===== src/rtl/nib_alu_pkg.sv =====
package nib_alu_pkg;
  typedef enum logic [2:0] {
    OP_NOP  = 3'd0,
    OP_ADD  = 3'd1,
    OP_SUB  = 3'd2,
    OP_AND  = 3'd3,
    OP_OR   = 3'd4,
    OP_XOR  = 3'd5,
    OP_TEST = 3'd6,
    OP_RCR  = 3'd7
  } alu_op_e;

  typedef enum logic [1:0] {
    DST_NONE = 2'd0,
    DST_A    = 2'd1,
    DST_B    = 2'd2
  } dst_e;

  typedef struct packed {
    logic z;
    logic s;
    logic c;
  } flags_t;

  localparam int LOGIC_SEL_W = 2;
endpackage


===== src/rtl/nib_alu_arith.sv =====
module nib_alu_arith #(
  parameter int W = 4
) (
  input  logic [W-1:0] a,
  input  logic [W-1:0] b,
  input  logic         sub,
  output logic [W-1:0] res,
  output logic         cout
);
  localparam int EXT_W = W + 1;

  logic [EXT_W-1:0] ext;

  always_comb begin
    if (sub) ext = {1'b0, a} - {1'b0, b};
    else     ext = {1'b0, a} + {1'b0, b};
  end

  assign res  = ext[W-1:0];
  assign cout = ext[W];
endmodule


===== src/rtl/nib_alu_logic.sv =====
module nib_alu_logic
  import nib_alu_pkg::*;
#(
  parameter int W = 4
) (
  input  logic [W-1:0]           a,
  input  logic [W-1:0]           b,
  input  logic [W-1:0]           m,
  input  logic [LOGIC_SEL_W-1:0] sel,
  output logic [W-1:0]           res
);
  // sel: 0 A&B, 1 B|M, 2 A^M, 3 B&M
  for (genvar i = 0; i < W; i++) begin : g_bit
    always_comb begin
      unique case (sel)
        2'd0:    res[i] = a[i] & b[i];
        2'd1:    res[i] = b[i] | m[i];
        2'd2:    res[i] = a[i] ^ m[i];
        default: res[i] = b[i] & m[i];
      endcase
    end
  end
endmodule


===== src/rtl/nib_alu_rot.sv =====
module nib_alu_rot #(
  parameter int W = 4
) (
  input  logic [W-1:0] val,
  input  logic         cin,
  output logic [W-1:0] res,
  output logic         cout
);
  for (genvar i = 0; i < W; i++) begin : g_bit
    if (i == W - 1) begin : g_top
      assign res[i] = cin;
    end else begin : g_mid
      assign res[i] = val[i+1];
    end
  end

  assign cout = val[0];
endmodule


===== src/rtl/nib_alu_flagreg.sv =====
module nib_alu_flagreg
  import nib_alu_pkg::*;
(
  input  logic   clk,
  input  logic   rst_n,
  input  logic   en,
  input  flags_t d,
  output flags_t q
);
  flags_t q_nxt;

  always_comb begin
    q_nxt = q;
    if (en) q_nxt = d;
  end

  always_ff @(posedge clk or negedge rst_n) begin
    if (!rst_n) q <= '0;
    else        q <= q_nxt;
  end
endmodule


===== src/rtl/nib_alu.sv =====
module nib_alu
  import nib_alu_pkg::*;
#(
  parameter int W = 4
) (
  input  logic         clk,
  input  logic         rst_n,
  input  logic         op_en,
  input  logic [2:0]   op_sel,
  input  logic [W-1:0] opa,
  input  logic [W-1:0] opb,
  input  logic [W-1:0] opm,
  output logic [W-1:0] result,
  output logic [1:0]   dest,
  output logic         flag_z,
  output logic         flag_s,
  output logic         flag_c
);
  localparam int SYNC_STAGES = 2;

  logic [SYNC_STAGES-1:0] rst_pipe;
  logic                   rst_sync_n;

  always_ff @(posedge clk or negedge rst_n) begin
    if (!rst_n) rst_pipe <= '0;
    else        rst_pipe <= {rst_pipe[SYNC_STAGES-2:0], 1'b1};
  end
  assign rst_sync_n = rst_pipe[SYNC_STAGES-1];

  alu_op_e                op;
  logic [W-1:0]           ar_res, lg_res, rt_res;
  logic                   ar_cout, rt_cout;
  logic [LOGIC_SEL_W-1:0] lg_sel;
  flags_t                 fq, fd;
  logic                   upd;
  dst_e                   dst;

  assign op = alu_op_e'(op_sel);

  always_comb begin
    unique case (op)
      OP_OR:   lg_sel = 2'd1;
      OP_XOR:  lg_sel = 2'd2;
      OP_TEST: lg_sel = 2'd3;
      default: lg_sel = 2'd0;
    endcase
  end

  nib_alu_arith #(.W(W)) arith_i (
    .a(opa), .b(opb), .sub(op == OP_SUB), .res(ar_res), .cout(ar_cout)
  );

  nib_alu_logic #(.W(W)) logic_i (
    .a(opa), .b(opb), .m(opm), .sel(lg_sel), .res(lg_res)
  );

  nib_alu_rot #(.W(W)) rot_i (
    .val(opb), .cin(fq.c), .res(rt_res), .cout(rt_cout)
  );

  always_comb begin
    result = opa;
    dst    = DST_NONE;
    fd     = fq;
    upd    = 1'b0;
    unique case (op)
      OP_ADD, OP_SUB: begin
        result = ar_res;
        dst    = DST_A;
        fd.z   = (ar_res == '0);
        fd.c   = ar_cout;
        if (op == OP_SUB) fd.s = ar_cout;
        upd    = 1'b1;
      end
      OP_AND, OP_OR, OP_XOR, OP_TEST: begin
        result = lg_res;
        if (op == OP_OR)        dst = DST_B;
        else if (op == OP_TEST) dst = DST_NONE;
        else                    dst = DST_A;
        fd.z   = (lg_res == '0);
        fd.c   = 1'b0;
        upd    = 1'b1;
      end
      OP_RCR: begin
        result = rt_res;
        dst    = DST_B;
        fd.c   = rt_cout;
        upd    = 1'b1;
      end
      default: begin
        result = opa;
      end
    endcase
  end

  nib_alu_flagreg flags_i (
    .clk(clk), .rst_n(rst_sync_n), .en(op_en & upd), .d(fd), .q(fq)
  );

  assign dest   = dst;
  assign flag_z = fq.z;
  assign flag_s = fq.s;
  assign flag_c = fq.c;
endmodule


===== config.mk =====
export PLATFORM = sky130hd
export DESIGN_NAME = nib_alu
export DESIGN_NICKNAME = d
export VERILOG_FILES = /design/src/rtl/nib_alu_pkg.sv /design/src/rtl/nib_alu_arith.sv /design/src/rtl/nib_alu_logic.sv /design/src/rtl/nib_alu_rot.sv /design/src/rtl/nib_alu_flagreg.sv /design/src/rtl/nib_alu.sv
export SDC_FILE = /design/constraint.sdc
export NUM_CORES = 1
export LEC_CHECK = 0
export BUFFER_PORTS_ARGS = -buffer_cell sky130_fd_sc_hd__buf_4
export CORE_MARGIN = 10
export CORE_UTILIZATION = 49
export CTS_BUF_LIST = sky130_fd_sc_hd__clkbuf_4
export DETAILED_ROUTE_END_ITERATION = 8
export PLACE_DENSITY_LB_ADDON = 0.25
export SYNTH_ARGS = -nofsm -noshare
export SYNTH_HDL_FRONTEND = slang
export SYNTH_SLANG_ARGS = --single-unit

===== constraint.sdc =====
create_clock -name clk -period 3 [get_ports clk]
set_clock_uncertainty 0.2 [all_clocks]
set_input_delay 0.3 -clock clk [delete_from_list [all_inputs] [get_ports clk]]
set_output_delay 0.3 -clock clk [all_outputs]
set_load 0.02 [all_outputs]

==> results.toml <==
[pwr]
pwr-share-seq = 0.164
p_comb_frac = 0.656
ir_worst_vdd_uv = 285.2
power_density_mw_per_mm2 = 349.3
p_int_mw = 0.2907
p_switching_mw = 0.2102
leakage_nw = 0.6634
p_sw_frac = 0.4197
clockPowerShare = 0.180

[synthesis]
synth_cells = 137
synth_edf_count = 0
yosys.area_share.simple = 0.2025
synth_compound_area_frac = 0.3266
synth_mux_area_frac = 0.06582
yosys_most_used_dff = "dfrtp_1"
syn_nets = 164
synth_area_um2 = 988.4
yosysUniqueCellTypes = 44
async_flop_share = 1.000
synth_top_family_by_area = "compound AO/OA/AOI/OAI gates"
synth_seq_cells = 5
synthAdderAreaFrac = 0.1316
synth_top_area_share = 0.1266
synth_xor_xnor_area_share = 0.07089
yosysSeqAreaShare = 0.1266
synth.area.top_cells = "dfrtp_1, ha_1, a21oi_1"
synth_common_cells = "nand2_1, nor2_1, a21oi_1, inv_1, ha_1"
yosysWarnings = 0
synth_top_cell_by_area = "dfrtp_1"
syn_avg_cell_area_um2 = 7.215

[layout]
insertedDiodeCount = 0
fillers = 140
syn2layout_area_growth_pct = 45.06
drive_gt1_frac = 0.3672
num-nets-final = 205
fin_util = 0.7384

[critical_path]
critPathRequiredTime_ns = 2.50
critPathLaunchType = "primary input"
arrival_ns = 2.48
r2r-start = "rst_pipe[1]"
crit_type = "in2out"
rr_worst_depth = 1
rrSetupSlack_ns = 2.06
crit_fanout = 2
end_kind = "output pin"
r2r_end = "flags_i.q[1]"

[die]
io_pins = 27
die_y_um = 64.92
coreArea_mm2 = 0.001942
dieArea_mm2 = 0.004214
initial_core_util = 0.5090
row_count = 16
die_w_um = 64.92

[timing]
period_needed_ns = 2.983
grt_setup_unrepaired = "yes"
final_hold_viol_count = 0
min_period_over_period = 0.9945
slew_viol_final = 0
setup_viol = 0
max_freq_mhz = 335.2
setup_tns_ns = 0

[clocking]
root_buffer = "clkbuf_4"
h-tree-depth = 1
clk_pin_slew_ns = 0.04
cts_tree = "built"
clock_path_buffers = 2
cts_buffers = 3
cts_sinks = 5
clk_latency_ns = 0.24

[worst_hold_path]
hold_class = "reg2reg"
min_to = "rst_pipe[1]"
min-delay-start = "rst_pipe[0]"
hold_depth = 0

[drt]
ant_nets = 0
drt_first_pass_iters = 4
avgViaCountPerCell = 6.294
drt_iter0_drc = 67
vias = 1284
wirelength_mm = 3.509
wire_per_inst_um = 17.20
drcViolationCount = 0

[outcome]
status = "finished clean"

[global_route]
antenna_found_initial = 0
grt_remaining_overflow = 0
grt_max_degree = 20
grt_pass1_wl_mm = 5.492
grtUsageTotal = 0.1570
grt_pass1_vias = 1211

[flow_run]
cap_violations = 0

[placement]
place_hpwl_mm = 2.603
port_buffers = 26
routabilityCongestion = 0.9586
## worst max path at each step
stage               startpoint        end  slack (ns)  cells past startpoint
floorplan            op_sel[1]  result[1]       -0.09                     10
global placement     op_sel[1]  result[1]       -0.01                     11
detailed placement   op_sel[1]  result[1]       -0.09                     11
CTS                  op_sel[2]  result[1]       0.001                     10
global route         op_sel[2]  result[1]       -0.03                     10
finish               op_sel[2]  result[1]        0.02                     10
## state kept, by name (all words and copies together) (netlist names)
signal	flops
rst_pipe	2
flags_i.q	3
## final cells by class
class / instances / area, µm² / share of cell area
timing repair buffer: 42 / 335.3 / 0.2339
sequential: 5 / 125.1 / 0.08726
multi-input combinational: 116 / 872.1 / 0.6082
tap: 27 / 33.78 / 0.02356
inverter: 10 / 37.54 / 0.02618
clock buffer: 4 / 30.03 / 0.02094
## critical path: stages
cell,delay [ns]
buf_8,0.10
nor3_4,0.22
mux2_4,0.34
fa_1,0.48
maj3_2,0.34
o2bb2ai_2,0.15
a21boi_2,0.19
o22ai_2,0.07
a21oi_2,0.16
buf_6,0.13
## logic make-up after synthesis
group                      count (synthesis)
AOI/OAI and AO/OA                         49
and+or+nand+nor                           42
buffers and inverters                     16
adders and majority gates                 10
xor gates and xnor gates                   8
muxes                                      6
DFF                                        5
other                                      1
## cell usage in the layout, fill, tap and decap left out, drive strengths merged, types with 2 or more instances in the layout
cell / n
xor2: 4
inv: 10
mux2: 4
o22ai: 2
a211oi: 3
a22oi: 2
mux2i: 2
nand3: 2
clkbuf: 4
a21oi: 13
nor2: 14
nand2b: 2
dfrtp: 5
o21ai: 7
o21a: 4
buf: 40
dlygate4sd3: 2
o31ai: 3
xnor2: 4
a31oi: 2
nor3: 3
ha: 8
nand2: 14
a21boi: 4
## routing by layer
metal	track usage	vias to the layer above	routed length, µm
met1	0.1775	579	1267
li1	-	584	-
met5	0	-	0
met3	0.02577	25	357
met4	0.05615	0	121
met2	0.2869	96	1764
## power by group through the flow
stage               Sequential (mW)  Clock [mW]  Combinational, mW
global route                 0.0833      0.0972              0.350
CTS                          0.0821      0.0922              0.302
global placement             0.0830           0              0.279
detailed placement           0.0840           0              0.287
floorplan                    0.0927           0              0.170
finish                       0.0822      0.0901              0.329
## per-stage QoR
stage / power (mW) / cell area [µm²] / hold slack [ns] / setup slack [ns] / cells
after floorplan: 0.2624 / 1013 / -0.1956 / -0.08755 / 137
after global placement: 0.3616 / 1299 / -0.1634 / -0.01340 / 196
after detailed placement: 0.3707 / 1299 / -0.1495 / -0.08552 / 196
after CTS: 0.4759 / 1383 / 0.1510 / 0.001146 / 202
after global routing: 0.5307 / 1434 / 0.1696 / -0.03345 / 204
final: 0.5009 / 1434 / 0.1525 / 0.01656 / 204
## repair_timing
action | in CTS | in global routing
pin swaps | 7 | 3
gates cloned | 0 | 0
setup buffers | 0 | 2
setup endpoints to repair | 2 | 3
gates resized for setup | 10 | 9
endpoints found under the hold margin | 5 | 0
hold buffers | 2 | 0
Power figures use the tool's default switching activity.
